--- config.mk ---
export PLATFORM = sky130hd
export DESIGN_NAME = uart_intr_ident
export DESIGN_NICKNAME = d
export VERILOG_FILES = /design/src/rtl/uart_irq_pkg.sv /design/src/rtl/uart_irq_src_qual.sv /design/src/rtl/uart_irq_prio_enc.sv /design/src/rtl/uart_irq_thre_track.sv /design/src/rtl/uart_intr_ident.sv
export SDC_FILE = /design/constraint.sdc
export NUM_CORES = 1
export LEC_CHECK = 0
export BUFFER_PORTS_ARGS = -buffer_cell sky130_fd_sc_hd__buf_4
export CAP_MARGIN = 20
export CORE_ASPECT_RATIO = 0.6
export CORE_UTILIZATION = 27
export CTS_CLUSTER_DIAMETER = 30
export DETAILED_ROUTE_END_ITERATION = 16
export SKIP_CTS_REPAIR_TIMING = 1
export SLEW_MARGIN = 15
export SYNTH_ARGS = -nofsm -noshare
export SYNTH_HDL_FRONTEND = slang
export SYNTH_HIERARCHICAL = 1
export SYNTH_SLANG_ARGS = --single-unit
--- constraint.sdc ---
create_clock -name clk -period 2.5 [get_ports clk]
set_input_delay 0.375 -clock clk [delete_from_list [all_inputs] [get_ports clk]]
set_output_delay 0.375 -clock clk [all_outputs]
set_load 0.05 [all_outputs]
--- src/rtl/uart_irq_pkg.sv ---
package uart_irq_pkg;

    localparam int NUM_SRC = 5;

    // Priority levels: index 0 is the most urgent.
    localparam int LVL_LINE  = 0;
    localparam int LVL_TMO   = 1;
    localparam int LVL_RXD   = 2;
    localparam int LVL_THRE  = 3;
    localparam int LVL_MODEM = 4;

    typedef enum logic [3:0] {
        IID_MODEM   = 4'h0,
        IID_NONE    = 4'h1,
        IID_THRE    = 4'h2,
        IID_RXD     = 4'h4,
        IID_LINE    = 4'h6,
        IID_TIMEOUT = 4'hC
    } iid_e;

    // Enable register layout, MSB first.
    typedef struct packed {
        logic modem;
        logic line;
        logic thre;
        logic rxd;
    } ien_t;

    function automatic iid_e level_code(input int lvl);
        case (lvl)
            LVL_LINE:  return IID_LINE;
            LVL_TMO:   return IID_TIMEOUT;
            LVL_RXD:   return IID_RXD;
            LVL_THRE:  return IID_THRE;
            LVL_MODEM: return IID_MODEM;
            default:   return IID_NONE;
        endcase
    endfunction

    function automatic logic [7:0] pack_iid(input logic fifo_en, input iid_e code);
        return {{2{fifo_en}}, 2'b00, code};
    endfunction

endpackage

--- src/rtl/uart_irq_src_qual.sv ---
module uart_irq_src_qual
    import uart_irq_pkg::*;
#(
    parameter int CNT_W = 5
) (
    input  ien_t                 ien,
    input  logic [3:0]           lsr_err,
    input  logic                 rx_ready,
    input  logic                 fifo_on,
    input  logic [CNT_W-1:0]     rx_count,
    input  logic [CNT_W-1:0]     rx_trig,
    input  logic                 tmo_pend,
    input  logic                 thre_pend,
    input  logic [3:0]           msr_delta,
    output logic [NUM_SRC-1:0]   req
);

    logic rx_level_met;

    always_comb begin
        rx_level_met = fifo_on ? (rx_count >= rx_trig) : 1'b1;
        req            = '0;
        req[LVL_LINE]  = ien.line  & (|lsr_err);
        req[LVL_TMO]   = ien.rxd   & tmo_pend;
        req[LVL_RXD]   = ien.rxd   & rx_ready & rx_level_met;
        req[LVL_THRE]  = ien.thre  & thre_pend;
        req[LVL_MODEM] = ien.modem & (|msr_delta);
    end

endmodule

--- src/rtl/uart_irq_prio_enc.sv ---
module uart_irq_prio_enc
    import uart_irq_pkg::*;
(
    input  logic [NUM_SRC-1:0] req,
    output iid_e               code
);

    logic [NUM_SRC-1:0] grant;

    for (genvar i = 0; i < NUM_SRC; i++) begin : g_lvl
        if (i == 0) begin : g_top
            assign grant[i] = req[i];
        end else begin : g_rest
            assign grant[i] = req[i] & ~(|req[i-1:0]);
        end
    end

    always_comb begin
        code = IID_NONE;
        for (int i = 0; i < NUM_SRC; i++) begin
            if (grant[i]) code = level_code(i);
        end
    end

endmodule

--- src/rtl/uart_irq_thre_track.sv ---
module uart_irq_thre_track
    import uart_irq_pkg::*;
(
    input  logic clk,
    input  logic rst,
    input  logic ien_wr,
    input  ien_t ien_wdata,
    input  logic iid_rd,
    input  logic shows_thre,
    input  logic thr_wr,
    input  logic thre_evt,
    input  logic thre_lvl,
    output ien_t ien_q,
    output ien_t ien_nx,
    output logic pend_q,
    output logic pend_nx
);

    logic thre_flip;

    assign thre_flip = ien_wr && (ien_wdata.thre != ien_q.thre);
    assign ien_nx    = ien_wr ? ien_wdata : ien_q;

    // Later statements win: event < holding write / id read < enable flip.
    always_comb begin
        pend_nx = pend_q;
        if (thre_evt)             pend_nx = 1'b1;
        if (thr_wr)               pend_nx = 1'b0;
        if (iid_rd && shows_thre) pend_nx = 1'b0;
        if (thre_flip)            pend_nx = ien_wdata.thre & thre_lvl;
    end

    always_ff @(posedge clk) begin
        if (rst) begin
            ien_q  <= '0;
            pend_q <= 1'b0;
        end else begin
            ien_q  <= ien_nx;
            pend_q <= pend_nx;
        end
    end

    AST_THR_WR_CLEARS: assert property (@(posedge clk) disable iff (rst)
        (thr_wr && !ien_wr) |=> !pend_q);

    AST_READ_CLEARS: assert property (@(posedge clk) disable iff (rst)
        (iid_rd && shows_thre && !ien_wr) |=> !pend_q);

    AST_FLIP_REARM: assert property (@(posedge clk) disable iff (rst)
        (ien_wr && (ien_wdata.thre != ien_q.thre)) |=> (pend_q == $past(ien_wdata.thre & thre_lvl)));

endmodule

--- src/rtl/uart_intr_ident.sv ---
module uart_intr_ident
    import uart_irq_pkg::*;
#(
    parameter int CNT_W = 5
) (
    input  logic             clk,
    input  logic             rst,
    input  logic             ien_wr,
    input  logic [3:0]       ien_wdata,
    input  logic             iid_rd,
    input  logic             thr_wr,
    input  logic             thre_evt,
    input  logic             thre_lvl,
    input  logic             fifo_on,
    input  logic [3:0]       lsr_err,
    input  logic             rx_ready,
    input  logic [CNT_W-1:0] rx_count,
    input  logic [CNT_W-1:0] rx_trig,
    input  logic             tmo_pend,
    input  logic [3:0]       msr_delta,
    output logic             irq,
    output logic [7:0]       iid
);

    ien_t               ien_q;
    ien_t               ien_nx;
    logic               pend_q;
    logic               pend_nx;
    logic [NUM_SRC-1:0] req;
    iid_e               code_nx;
    logic               shows_thre;

    assign shows_thre = (iid[3:0] == IID_THRE);

    uart_irq_thre_track u_track (
        .clk        (clk),
        .rst        (rst),
        .ien_wr     (ien_wr),
        .ien_wdata  (ien_t'(ien_wdata)),
        .iid_rd     (iid_rd),
        .shows_thre (shows_thre),
        .thr_wr     (thr_wr),
        .thre_evt   (thre_evt),
        .thre_lvl   (thre_lvl),
        .ien_q      (ien_q),
        .ien_nx     (ien_nx),
        .pend_q     (pend_q),
        .pend_nx    (pend_nx)
    );

    uart_irq_src_qual #(.CNT_W(CNT_W)) u_qual (
        .ien       (ien_nx),
        .lsr_err   (lsr_err),
        .rx_ready  (rx_ready),
        .fifo_on   (fifo_on),
        .rx_count  (rx_count),
        .rx_trig   (rx_trig),
        .tmo_pend  (tmo_pend),
        .thre_pend (pend_nx),
        .msr_delta (msr_delta),
        .req       (req)
    );

    uart_irq_prio_enc u_prio (
        .req  (req),
        .code (code_nx)
    );

    always_ff @(posedge clk) begin
        if (rst) begin
            iid <= pack_iid(1'b0, IID_NONE);
            irq <= 1'b0;
        end else begin
            iid <= pack_iid(fifo_on, code_nx);
            irq <= (code_nx != IID_NONE);
        end
    end

    AST_RESET_STATE: assert property (@(posedge clk)
        rst |=> (iid == 8'h01 && !irq));

    AST_IRQ_FOLLOWS_CODE: assert property (@(posedge clk) disable iff (rst)
        irq == (iid[3:0] != 4'h1));

    AST_FIFO_MARK: assert property (@(posedge clk) disable iff (rst)
        !$past(rst) |-> (iid[7:6] == {2{$past(fifo_on)}} && iid[5:4] == 2'b00));

    AST_LINE_WINS: assert property (@(posedge clk) disable iff (rst)
        (!$past(rst) && ien_q.line && $past(|lsr_err)) |-> (iid[3:0] == 4'h6));

    AST_RXEN_GATE: assert property (@(posedge clk) disable iff (rst)
        (!$past(rst) && !ien_q.rxd) |-> (iid[3:0] != 4'hC && iid[3:0] != 4'h4));

    AST_PEND_UNDER_EN: assert property (@(posedge clk) disable iff (rst)
        (!$past(rst) && pend_q && ien_q.thre && !ien_q.line && !ien_q.rxd) |-> (iid[3:0] == 4'h2));

endmodule

Word-level counts from Yosys, hierarchy flattened

Index checks and enable logic that the tools add are counted.

Order comparisons: 1
Equal/unequal tests: 3
Muxes and demuxes: 11
Bitwise operators: 15
Reductions and logical operators: 7

Operator list:

| operator             | number |
|---|---|
| $mux W4              | 5 |
| $reduce_or A4 Y1     | 3 |
| $and A1 B1 Y1        | 11 |
| $ge A5 B5 Y1         | 1 |
| $mux W1              | 5 |
| $eq A4 B2 Y1 const B | 1 |
| $ne A4 B1 Y1 const B | 1 |
| $not A1 Y1           | 4 |
| $mux W3              | 1 |
| $reduce_or A3 Y1     | 1 |
| $logic_and A1 B1 Y1  | 2 |
| $reduce_or A2 Y1     | 1 |
| $ne A1 B1 Y1         | 1 |

Bits in registers: 13
Input bits: 32
Output and inout bits: 9
Word-level logic and storage cells: 45

Depth between registers and ports, before layout

Gate-level depths: netlist (run 1).

Depth in word-level cells: 10
Mapped depth: 9
Mapped depth without buffers: 9

Modules after synthesis

The synthesis (run 1) kept the hierarchy.

By module, submodules not included:

| module              | instances | cells each | area each (um^2) | sequential area each (um^2) |
|---|---|---|---|---|
| uart_irq_thre_track | 1         | 20         | 220.2            | 100.1 |
| uart_intr_ident     | 1         | 18         | 211.5            | 120.1 |
| uart_irq_src_qual   | 1         | 22         | 163.9            | 0.0 |
| uart_irq_prio_enc   | 1         | 5          | 38.8             | 0.0 |

Least setup slack after synthesis (run 1)

No wires, ideal clock.

Kind: input port to flip-flop
From: input port rx_trig[2]
To: register irq
Library setup time: 0.119 ns
Arrival time: 1.797 ns
Required time: 2.381 ns
Slack: 0.585 ns
Stages on the path: 9
Path buffers: 0
Path through: inv_1 -> ha_1 -> a21o_1 -> a31oi_1 -> o22ai_1 -> or3_4 -> nor3_2 -> nor4b_2 -> nor2_1

Word-level cells in the longest chain between the ends: 9
Elaborated cells between the ends (all ways): 14
Those cells by class: 1 x order compare; 1 x eq/ne; 4 x mux; 6 x bitwise; 2 x reduce/logical

Ends and longest elaborated chain:

| what                 | line                    | RTL |
|---|---|---|
| from (decl)          | uart_intr_ident.sv:18   | `input logic [CNT_W-1:0] rx_trig,` |
| $ge A5 B5 Y1 (*)     | uart_irq_src_qual.sv:21 | `rx_level_met = fifo_on ? (rx_count >= rx_trig) : 1'b1;` |
| $mux W1 (*)          | uart_irq_src_qual.sv:21 |  |
| $and A1 B1 Y1 (*)    | uart_irq_src_qual.sv:25 | `req[LVL_RXD] = ien.rxd & rx_ready & rx_level_met;` |
| named net req[2]     | uart_intr_ident.sv:29   | `logic [NUM_SRC-1:0] req;` |
| $reduce_or A3 Y1     | uart_irq_prio_enc.sv:14 | `assign grant[i] = req[i] & ~(\|req[i-1:0]);` |
| $not A1 Y1           | uart_irq_prio_enc.sv:14 |  |
| $and A1 B1 Y1        | uart_irq_prio_enc.sv:14 |  |
| $mux W4              | uart_irq_prio_enc.sv:21 | `if (grant[i]) code = level_code(i);` |
| $mux W4 (*)          | uart_irq_prio_enc.sv:21 |  |
| named net code_nx[2] | uart_intr_ident.sv:30   | `iid_e code_nx;` |
| $ne A4 B1 Y1 (*)     | uart_intr_ident.sv:75   | `irq <= (code_nx != IID_NONE);` |
| to (signal assigned) | uart_intr_ident.sv:75   |  |
| to (decl)            | uart_intr_ident.sv:21   | `output logic irq,` |

The timed path passes the listed nets; every way through them passes the cells marked *.
A chain may end at the register's enable or synchronous reset.

Worst setup path after layout (run 1)

From: input port rx_count[2]
To: register irq

Word-level cells in the longest chain between the ends: 9
Elaborated cells between the ends (all ways): 14
Those cells by class: 1 x order compare; 1 x eq/ne; 4 x mux; 6 x bitwise; 2 x reduce/logical

Ends and longest elaborated chain:

| what                 | line                    | RTL |
|---|---|---|
| from (decl)          | uart_intr_ident.sv:17   | `input logic [CNT_W-1:0] rx_count,` |
| $ge A5 B5 Y1 (*)     | uart_irq_src_qual.sv:21 |  |
| $mux W1 (*)          | uart_irq_src_qual.sv:21 |  |
| $and A1 B1 Y1 (*)    | uart_irq_src_qual.sv:25 |  |
| named net req[2]     | uart_intr_ident.sv:29   |  |
| $reduce_or A3 Y1     | uart_irq_prio_enc.sv:14 |  |
| $not A1 Y1           | uart_irq_prio_enc.sv:14 |  |
| $and A1 B1 Y1        | uart_irq_prio_enc.sv:14 |  |
| $mux W4              | uart_irq_prio_enc.sv:21 |  |
| $mux W4 (*)          | uart_irq_prio_enc.sv:21 |  |
| named net code_nx[2] | uart_intr_ident.sv:30   |  |
| $ne A4 B1 Y1 (*)     | uart_intr_ident.sv:75   |  |

Marked as above.

==> results.sh, run 1 <==
export IMPL_portBuffers=38
export IMPL_cp_required_ps=2630
export IMPL_r2r_end="irq"
export IMPL_p_sw_share_pct=27.96
export IMPL_final_setup_skew_ps=3.416
export IMPL_post_route_drc_count=0
export IMPL_yosysTopAreaCell="dfxtp_1"
export IMPL_via_count=556
export IMPL_grt_pass1_wl_um=1973
export IMPL_hold_class="in2reg"
export IMPL_cp_end_kind="register"
export IMPL_clk_pin_slew_ps=50
export IMPL_outcome="finished clean"
export IMPL_cp_slowest_cell="or3_4"
export IMPL_synth_adder_area_share_pct=9.862
export IMPL_rows=13
export IMPL_cp_arrival_ps=2020
export IMPL_clock_sinks=11
export IMPL_initial_core_util_pct=28.89
export IMPL_hold_viol_final=0
export IMPL_cp_cell_sequence="buf_4, ha_1, a21o_1, a31oi_1, o22ai_1, or3_4, nor3_2, nor4b_2, nor2_1"
export IMPL_numCtsBuffers=3
export IMPL_gr_total_overflow=0
export IMPL_antenna_left=0
export IMPL_ff_latch_area_um2=220.2
export IMPL_finalSetupViolations=0
export IMPL_clk_latency_ps=240
export IMPL_rsz0062_at_grt="no"
export IMPL_synth_seq_area_share_pct=34.71
export IMPL_nFillCells=225
export IMPL_synth_avg_cell_area_um2=9.759
export IMPL_clock_path_buffers=2
export IMPL_gp_congestion=0.6490
export IMPL_holdPathStages=2
export IMPL_worst_setup_path_type="in2reg"
export IMPL_tns_ps=0
export IMPL_syn_cell_area_um2=634.4
export IMPL_period_share_pct=75.75
export IMPL_drt_vias_per_instance=4.119
export IMPL_worst_r2r_startpoint="iid[0]"
export IMPL_htreeDepth=1
export IMPL_slew_violations=0
export IMPL_synthMuxAreaShare_pct=7.101
export IMPL_pwr_share_comb_pct=28.4
export IMPL_peakVddDrop_mv=0.1586
export IMPL_first_pass_iters=2
export IMPL_area_growth_syn_to_layout_pct=55.03
export IMPL_power_leakage_nw=0.4805
export IMPL_yosys_warnings=6
export IMPL_ios=41
export IMPL_pwr_share_clk_pct=34.3
export IMPL_cp_start_kind="input pin"
export IMPL_grt_use_total_pct=10.87
export IMPL_synth_area_leaders="dfxtp_1 (35%), ha_1 (9.9%), nor2b_1 (8.9%)"
export IMPL_synth_top_cell_area_share_pct=34.71
export IMPL_synth_compound_area_share_pct=14.40
export IMPL_fp_coreArea_um2=2196
export IMPL_netlist_instances=65
export IMPL_synth_top_family_by_area="simple AND/OR/NAND/NOR gates"
export IMPL_internal_power_mw=0.3735
export IMPL_grt_max_degree=12
export IMPL_fmax_mhz=528.0
export IMPL_nets=143
export IMPL_wirelength_um=1335
export IMPL_multiInputGateArea_um2=372.9
export IMPL_n_antenna_cell=0
export IMPL_min_period_ps=1894
export IMPL_grt_antenna_before_repair=0
export IMPL_power_frac_seq_pct=37.3
export IMPL_die_h_um=39.55
export IMPL_tritoncts="yes"
export IMPL_yosys_register_bits=11
export IMPL_r2r_setup_slack_ps=780
export IMPL_dieArea_um2=2554
export IMPL_powerDensity_nw_per_um2=527.2
export IMPL_ys_types=26
export IMPL_slowest_delay_ps=420
export IMPL_ff2ff_path_depth=8
export IMPL_hp_start="fifo_on"
export IMPL_grt_pass1_vias=450
export IMPL_clock_root_buffer="clkbuf_8"
export IMPL_drt_iter0_markers=9
export IMPL_die_width_um=64.58
export IMPL_synth_xor_area_share_pct=0
export IMPL_switching_power_mw=0.1450
export IMPL_endpoint="irq"
export IMPL_p_total_mw=0.5185
export IMPL_drive_gt1_share_pct=47.62
export IMPL_avgRoutedWirePerCell_um=9.889
export IMPL_crit_fanout=3
export IMPL_synth_simple_gate_area_share_pct=26.23
export IMPL_hpwl_um=1152
export IMPL_maxCapViolCount=0
export IMPL_timing_critical_path_from="rx_count[2]"
cell families after synthesis:
kind of cell    Yosys count
compound gates           11
fa+ha+maj                 5
buf+inv                   9
flops                    11
mux                       4
other cells               1
simple gates             24
cell type report:
type | instances | share of cell area (%)
multi-input cells | 46 | 37.91
repair buffers | 38 | 29.01
flip-flops and latches | 11 | 22.39
clock buffers | 4 | 4.580
well taps | 30 | 3.817
inverters | 6 | 2.290
sequential cells by signal, summed over array words and instances, names as in the netlist:
register,flops
u_track/pend_q,1
u_track/ien_q,4
irq,1
iid,5
worst min-delay path by stage:
stage | endpoint | slack (ps)
global placement | u_track/ien_q[2] | 570
detailed placement | u_track/ien_q[2] | 580
floorplan | u_track/pend_q | 440
finish | iid[6] | 380
CTS | iid[6] | 380
global route | iid[6] | 370
metrics by stage:
step	worst slack, ps	instances	hold slack, ps	area [um^2]	util (%)
6_report	606.2	135	375.6	983.4	44.79
5_1_grt	524.6	135	373.4	983.4	44.79
4_1_cts	584.2	135	376.6	983.4	44.79
3_5_place_dp	342.6	131	582.2	938.4	42.74
3_3_place_gp	424.7	131	570.3	938.4	42.74
2_1_floorplan	584.5	66	437.4	638.1	-
cells in the mapped netlist:
library cell / count
a211oi_1: 1
a211o_1: 1
nand4b_1: 1
o22ai_1: 1
buf_4: 3
a21oi_2: 1
nor2b_1: 9
a31oi_1: 1
inv_1: 6
o2bb2ai_1: 1
and2_1: 2
conb_1: 1
nor2_1: 2
or3_4: 1
dfxtp_1: 11
nand2b_1: 1
nor3_2: 1
nor4b_2: 2
mux2_2: 4
nand4_1: 1
o41a_1: 2
a21o_1: 2
nand2_1: 3
ha_1: 5
o21a_1: 1
or2_1: 1
per-layer routing:
layer | vias up | GRT usage (%) | wire [um]
li1 | 301 | - | -
met1 | 227 | 12.65 | 626
met2 | 26 | 16.84 | 572
met3 | 2 | 6.395 | 121
met4 | 0 | 3.333 | 14
met5 | - | 0 | 0
layout by cell type, fill, tap and decap left out, types with 2 or more instances in the layout:
| cell | instances |
|---|---|
| nor2_1 | 2 |
| mux2_2 | 4 |
| conb_1 | 2 |
| and2_1 | 2 |
| nor2b_1 | 9 |
| dfxtp_1 | 11 |
| inv_1 | 6 |
| a21o_1 | 2 |
| nor4b_2 | 2 |
| o41a_1 | 2 |
| nand2_1 | 3 |
| clkbuf_8 | 3 |
| buf_4 | 38 |
| ha_1 | 5 |
power by group through the flow:
stage / clock network, mW / registers (mW) / logic, mW
after floorplan: 0 / 0.222 / 0.0635
after global placement: 0 / 0.197 / 0.146
after detailed placement: 0 / 0.197 / 0.149
after CTS: 0.183 / 0.194 / 0.149
after global routing: 0.193 / 0.195 / 0.158
final: 0.178 / 0.193 / 0.147
critical path: cells and delay by family:
| kind | cells | cell delay, ps |
|---|---|---|
| and+or+nand+nor | 4 | 800 |
| AOI/OAI and AO/OA | 3 | 440 |
| adders and majority gates | 1 | 300 |
| buffers and inverters | 1 | 110 |
Note: power is estimated with default switching activity, not from simulation.
==> run 2, diff against run 1 <==
- ABC_AREA: not set -> 1
- clock period: 2.5 -> 1.86 ns (I/O delays scaled with it)
==> run 2 against run 1 <==
Synthesized cell count is 75% higher. Total power is 34% higher. Worst hold slack worse by 110 ps. Combinational power up 38%. Cell count increased by 36%. Clock skew increased by 1.9 ps. Clock power up 30%. Sequential power rose by 34%. Clock-buffer cell count is the same. Via count up 34%. Register-to-register slack lost 450 ps. Critical path depth up 7.
==> results.sh, run 2 <==
export IMPL_drt_iter0_markers=16
export IMPL_worst_setup_path_type="reg2reg"
export IMPL_grt_max_degree=12
export IMPL_slew_violations=0
export IMPL_timing_critical_path_from="iid[0]"
export IMPL_finalSetupViolations=0
export IMPL_power_frac_seq_pct=37.2
export IMPL_mostFrequentLayoutCells="buf_4 (38), nand2_1 (36), inv_1 (25), nor2_1 (19), dfxtp_1 (11)"
export IMPL_synth_avg_cell_area_um2=6.069
export IMPL_n_antenna_cell=0
export IMPL_final_common_cell="buf_4"
export IMPL_cp_cell_sequence="inv_1, nand2_1, nor3_1, nand2_1, nand2_1, nor2_1, nand2_1, nand2_1, nand2_1, inv_1, nor2_1, nand2_1, nor2_1, inv_1, nor2_1, a21oi_1"
export IMPL_slowest_delay_ps=310
export IMPL_cp_start_kind="register"
export IMPL_hold_class="in2reg"
export IMPL_die_h_um=41.21
export IMPL_setup_slack_ps=334.3
export IMPL_synth_seq_area_share_pct=31.83
export IMPL_cp_arrival_ps=1640
export IMPL_pwr_share_clk_pct=33.5
export IMPL_r2r_end="irq"
export IMPL_min_period_ps=1526
export IMPL_antenna_left=0
export IMPL_first_pass_iters=2
export IMPL_grt_pass1_wl_um=2553
export IMPL_die_width_um=67.36
export IMPL_rsz0062_at_grt="no"
export IMPL_synthArstFlopShare_pct=0
export IMPL_path_buf_inv=3
export IMPL_tritoncts="yes"
export IMPL_netlist_instances=114
export IMPL_clock_sinks=11
export IMPL_endpoint="irq"
export IMPL_reg_largest_list="iid: 5 flops, u_track/ien_q: 4 flops"
export IMPL_worst_r2r_startpoint="iid[0]"
export IMPL_place_ws_ps=193.8
export IMPL_largest_register="iid"
export IMPL_cpMostUsedCell="nand2_1"
export IMPL_ios=41
export IMPL_clk_latency_ps=230
export IMPL_rows=13
export IMPL_dieArea_um2=2776
export IMPL_clock_path_buffers=2
export IMPL_grt_pass1_vias=618
export IMPL_largest_reg_flops=5
export IMPL_cp_required_ps=1980
export IMPL_portBuffers=38
export IMPL_numCtsBuffers=3
export IMPL_grt_antenna_before_repair=0
export IMPL_drive_gt1_share_pct=27.92
export IMPL_initial_core_util_pct=30.17
export IMPL_synth_area_leaders="dfxtp_1 (32%), nand2_1 (20%), inv_1 (14%)"
export IMPL_powerDensity_nw_per_um2=666.5
export IMPL_switching_power_mw=0.2034
export IMPL_synth_top_cell_area_share_pct=31.83
export IMPL_drt_vias_per_instance=4.043
export IMPL_avgRoutedWirePerCell_um=8.234
export IMPL_peakVddDrop_mv=0.3589
export IMPL_critical_path_top_delay_family="simple AND/OR/NAND/NOR gates"
export IMPL_ys_types=15
export IMPL_post_route_drc_count=0
export IMPL_htreeDepth=1
export IMPL_p_total_mw=0.6939
export IMPL_clk_pin_slew_ps=40
export IMPL_p_sw_share_pct=29.32
export IMPL_tns_ps=0
export IMPL_synth_edf_count=0
export IMPL_wirelength_um=1515
export IMPL_period_share_pct=82.03
export IMPL_yosys_warnings=6
export IMPL_hpwl_um=1342
export IMPL_area_growth_syn_to_layout_pct=50.45
export IMPL_gp_congestion=0.7081
export IMPL_grt_use_total_pct=13.05
export IMPL_r2r_setup_slack_ps=330
export IMPL_internal_power_mw=0.4904
export IMPL_hold_viol_final=0
export IMPL_ff2ff_path_depth=16
export IMPL_outcome="finished clean"
export IMPL_yosysTopAreaCell="dfxtp_1"
export IMPL_cp_slowest_cell="dfxtp_1"
export IMPL_pwr_share_comb_pct=29.3
export IMPL_cp_end_kind="register"
export IMPL_final_setup_skew_ps=5.277
export IMPL_gr_total_overflow=0
export IMPL_yosys_register_bits=11
export IMPL_fmax_mhz=655.4
export IMPL_synthTopCellsByCount="nand2_1 (36), inv_1 (25), nor2_1 (19)"
export IMPL_clock_root_buffer="clkbuf_8"
export IMPL_synthFlopType="dfxtp_1"
export IMPL_cp_depth=16
export IMPL_maxCapViolCount=0
export IMPL_syn_cell_area_um2=691.9
export IMPL_nets=192
export IMPL_power_leakage_nw=0.6226
export IMPL_fp_coreArea_um2=2293
export IMPL_crit_fanout=2
export IMPL_via_count=744
export IMPL_synthMostInstantiatedCell="nand2_1"
run 2: cell count changes after synthesis, sizes merged, moves of 4 or more:
cell and delta:
a21oi +5, inv +19, mux2 -4, nor2 +18, nand2 +33, nor2b -9
run 2: logic make-up (layout without fill, tap and decap cells):
logic type / after synthesis / after routing / share of synthesized area (%)
other cells: 1 / 2 / 0.5420
buf+inv: 28 / 67 / 16.82
fa+ha+maj: 5 / 5 / 9.042
compound gates: 8 / 8 / 7.051
simple gates: 61 / 61 / 34.72
flops: 11 / 11 / 31.83
run 2: worst min-delay path by stage:
stage,start,end,slack (ps),depth (start not counted)
after floorplan,rst,u_track/pend_q,340,1
after global placement,u_track/ien_q[0],u_track/ien_q[0],460,2
after detailed placement,u_track/ien_q[3],u_track/ien_q[3],460,2
after CTS,fifo_on,iid[6],260,3
after global routing,fifo_on,iid[6],270,3
final,fifo_on,iid[6],260,3
run 2: area by class of cell:
type,instances,area (um^2)
clock buffers,4,45.04
fillers,244,1252
inverters,25,93.84
multi-input cells,76,359.1
flip-flops and latches,11,220.2
well taps,30,37.54
repair buffers,38,285.3
run 2: power groups by stage:
stage          combinational (mW)  clock (mW)  sequential (mW)
2_1_floorplan              0.0893           0            0.296
3_3_place_gp                0.201           0            0.263
3_5_place_dp                0.204           0            0.263
4_1_cts                     0.205       0.240            0.258
5_1_grt                     0.228       0.258            0.260
6_report                    0.203       0.232            0.258
run 2: tightest hold or removal path: cells and delay by family:
kind	cells	cell delay, ps
buffers and inverters	2	110
AND/OR/NAND/NOR	1	60
run 2: stage by stage:
| stage | hold slack, ps | std cells | util, % | area (um^2) |
|---|---|---|---|---|
| after global placement | 456.9 | 180 | 43.43 | 996.0 |
| after floorplan | 341.4 | 115 | - | 695.7 |
| final | 260.8 | 184 | 45.39 | 1041 |
| after global routing | 268.5 | 184 | 45.39 | 1041 |
| after detailed placement | 461.1 | 180 | 43.43 | 996.0 |
| after CTS | 263.1 | 184 | 45.39 | 1041 |
run 2: routing by layer:
layer	wire length, um	vias up	global-route usage [%]
met4	0	0	3.191
met1	748	314	15.30
met5	0	-	0
met3	109	0	6.389
met2	657	18	21.75
li1	-	412	-
==> run 3, diff against run 2 <==
- clock period: 1.86 -> 1.45 ns (I/O delays scaled with it)
==> run 3 against run 2 <==
The flow now finishes with violations (setup timing). Total power grew 32%. Register-to-register slack lost 350 ps. Clock-buffer cell count is the same. Worst setup slack lost 350 ps. Sequential power grew 29%. Global-route usage grew 1.0 points. Combinational power grew 35%. Largest power group unchanged.
==> results.sh, run 3 (synthesized netlist as in run 2, its figures left out) <==
export IMPL_outcome="finished, violations left"
export IMPL_violations="setup timing"
export IMPL_dieArea_um2=2776
export IMPL_drive_gt1_share_pct=37.34
export IMPL_area_growth_syn_to_layout_pct=58.77
export IMPL_htreeDepth=1
export IMPL_fin_cells=188
export IMPL_place_inst=183
export IMPL_switching_power_mw=0.2741
export IMPL_nets=196
export IMPL_numCtsBuffers=3
export IMPL_period_share_pct=101.0
export IMPL_multiInputGateArea_um2=376.6
export IMPL_power_leakage_nw=0.6443
export IMPL_setup_slack_ps=-13.78
export IMPL_avgRoutedWirePerCell_um=8.287
export IMPL_wirelength_um=1558
export IMPL_gr_total_overflow=0
export IMPL_largest_register="iid"
export IMPL_crit_fanout=2
export IMPL_cp_required_ps=1580
export IMPL_peakVddDrop_mv=0.2359
export IMPL_portBuffers=38
export IMPL_grt_use_total_pct=14.07
export IMPL_clock_path_buffers=2
export IMPL_utilization_pct=47.90
export IMPL_cp_start_kind="register"
export IMPL_r2r_setup_slack_ps=-10
export IMPL_die_h_um=41.21
export IMPL_antenna_left=0
export IMPL_fin_area_um2=1099
export IMPL_cp_end_kind="register"
export IMPL_initial_core_util_pct=30.17
export IMPL_ff_latch_area_um2=230.2
export IMPL_mostFrequentLayoutCells="buf_4 (42), nand2_1 (34), inv_1 (22), nor2_1 (18), dfxtp_1 (7)"
export IMPL_via_count=752
export IMPL_place_area_um2=1028
export IMPL_cp_arrival_ps=1590
export IMPL_grt_pass1_wl_um=2615
export IMPL_clock_root_buffer="clkbuf_8"
export IMPL_internal_power_mw=0.6404
export IMPL_worst_setup_path_type="reg2reg"
export IMPL_largest_reg_flops=5
export IMPL_slew_violations=0
export IMPL_drt_vias_per_instance=4.000
export IMPL_rsz0062_at_grt="yes"
export IMPL_hold_class="in2reg"
export IMPL_p_sw_share_pct=29.98
export IMPL_maxCapViolCount=0
export IMPL_ios=41
export IMPL_power_frac_seq_pct=36.5
export IMPL_clock_sinks=11
export IMPL_pwr_share_comb_pct=30.1
export IMPL_clk_pin_slew_ps=50
export IMPL_fp_coreArea_um2=2293
export IMPL_final_setup_skew_ps=1.581
export IMPL_pwr_share_clk_pct=33.4
export IMPL_hpwl_um=1349
export IMPL_tritoncts="yes"
export IMPL_reg_largest_list="iid: 5 flops, u_track/ien_q: 4 flops"
export IMPL_first_pass_iters=4
export IMPL_fmax_mhz=683.2
export IMPL_grt_pass1_vias=645
export IMPL_place_ws_ps=-194.1
export IMPL_rows=13
export IMPL_hold_viol_final=0
export IMPL_final_common_cell="buf_4"
export IMPL_clk_latency_ps=240
export IMPL_drt_iter0_markers=15
export IMPL_whs_ps=212.8
export IMPL_powerDensity_nw_per_um2=832.5
export IMPL_nFillCells=239
export IMPL_n_antenna_cell=0
export IMPL_grt_max_degree=12
export IMPL_grt_antenna_before_repair=0
export IMPL_post_route_drc_count=0
export IMPL_gp_congestion=0.7343
export IMPL_die_width_um=67.36
export IMPL_finalSetupViolations=1
export IMPL_min_period_ps=1464
[run 3: changes by cell type in the layout (fill, tap and decap cells not counted), sizes merged]
cell / change
buf: +4
[run 3: final timing paths]
check | from | end | cells past startpoint
worst max-delay path | iid[0] | irq | 16
worst min-delay path | fifo_on | iid[6] | 3
worst max register to register | iid[0] | irq | 16
worst min register to register | u_track/ien_q[0] | u_track/ien_q[0] | 2
[run 3: layout make-up]
class	instances	share of cell area, %
Clock buffer	4	4.100
Sequential cell	11	20.96
Multi-Input combinational cell	76	34.28
Tap cell	30	3.417
Inverter	25	8.542
Timing Repair Buffer	42	28.70
[run 3: layer usage]
metal  track usage [%]  wire [um]  vias up
met5                 0          0        -
li1                  -          -      419
met4             7.979         31        0
met3             6.944        117        4
met1             15.56        742      306
met2             22.75        665       23
[run 3: through the flow]
stage	power (mW)	setup TNS (ps)
after floorplan	0.4950	-25.02
after global placement	0.6024	-94.61
after detailed placement	0.6072	-275.5
after CTS	0.9163	-108.1
after global routing	0.9802	-284.1
final	0.9146	-13.78
[run 3: power groups by stage]
stage / Combinational [mW] / Sequential [mW] / Clock (mW)
after floorplan: 0.115 / 0.381 / 0
after global placement: 0.265 / 0.337 / 0
after detailed placement: 0.270 / 0.338 / 0
after CTS: 0.270 / 0.332 / 0.314
after global routing: 0.307 / 0.336 / 0.337
final: 0.275 / 0.334 / 0.306
[run 3: critical path, stage by stage (launching register included)]
cell and delay (ps):
dfxtp_4 340, inv_2 40, nand2_2 40, nor3_2 100, nand2_1 70, nand2_1 60, nor2_1 40, nand2_1 70
nand2_1 50, nand2_1 70, inv_2 40, nor2_1 100, nand2_1 70, nor2_2 90, inv_1 40, nor2_1 80
a21oi_1 60
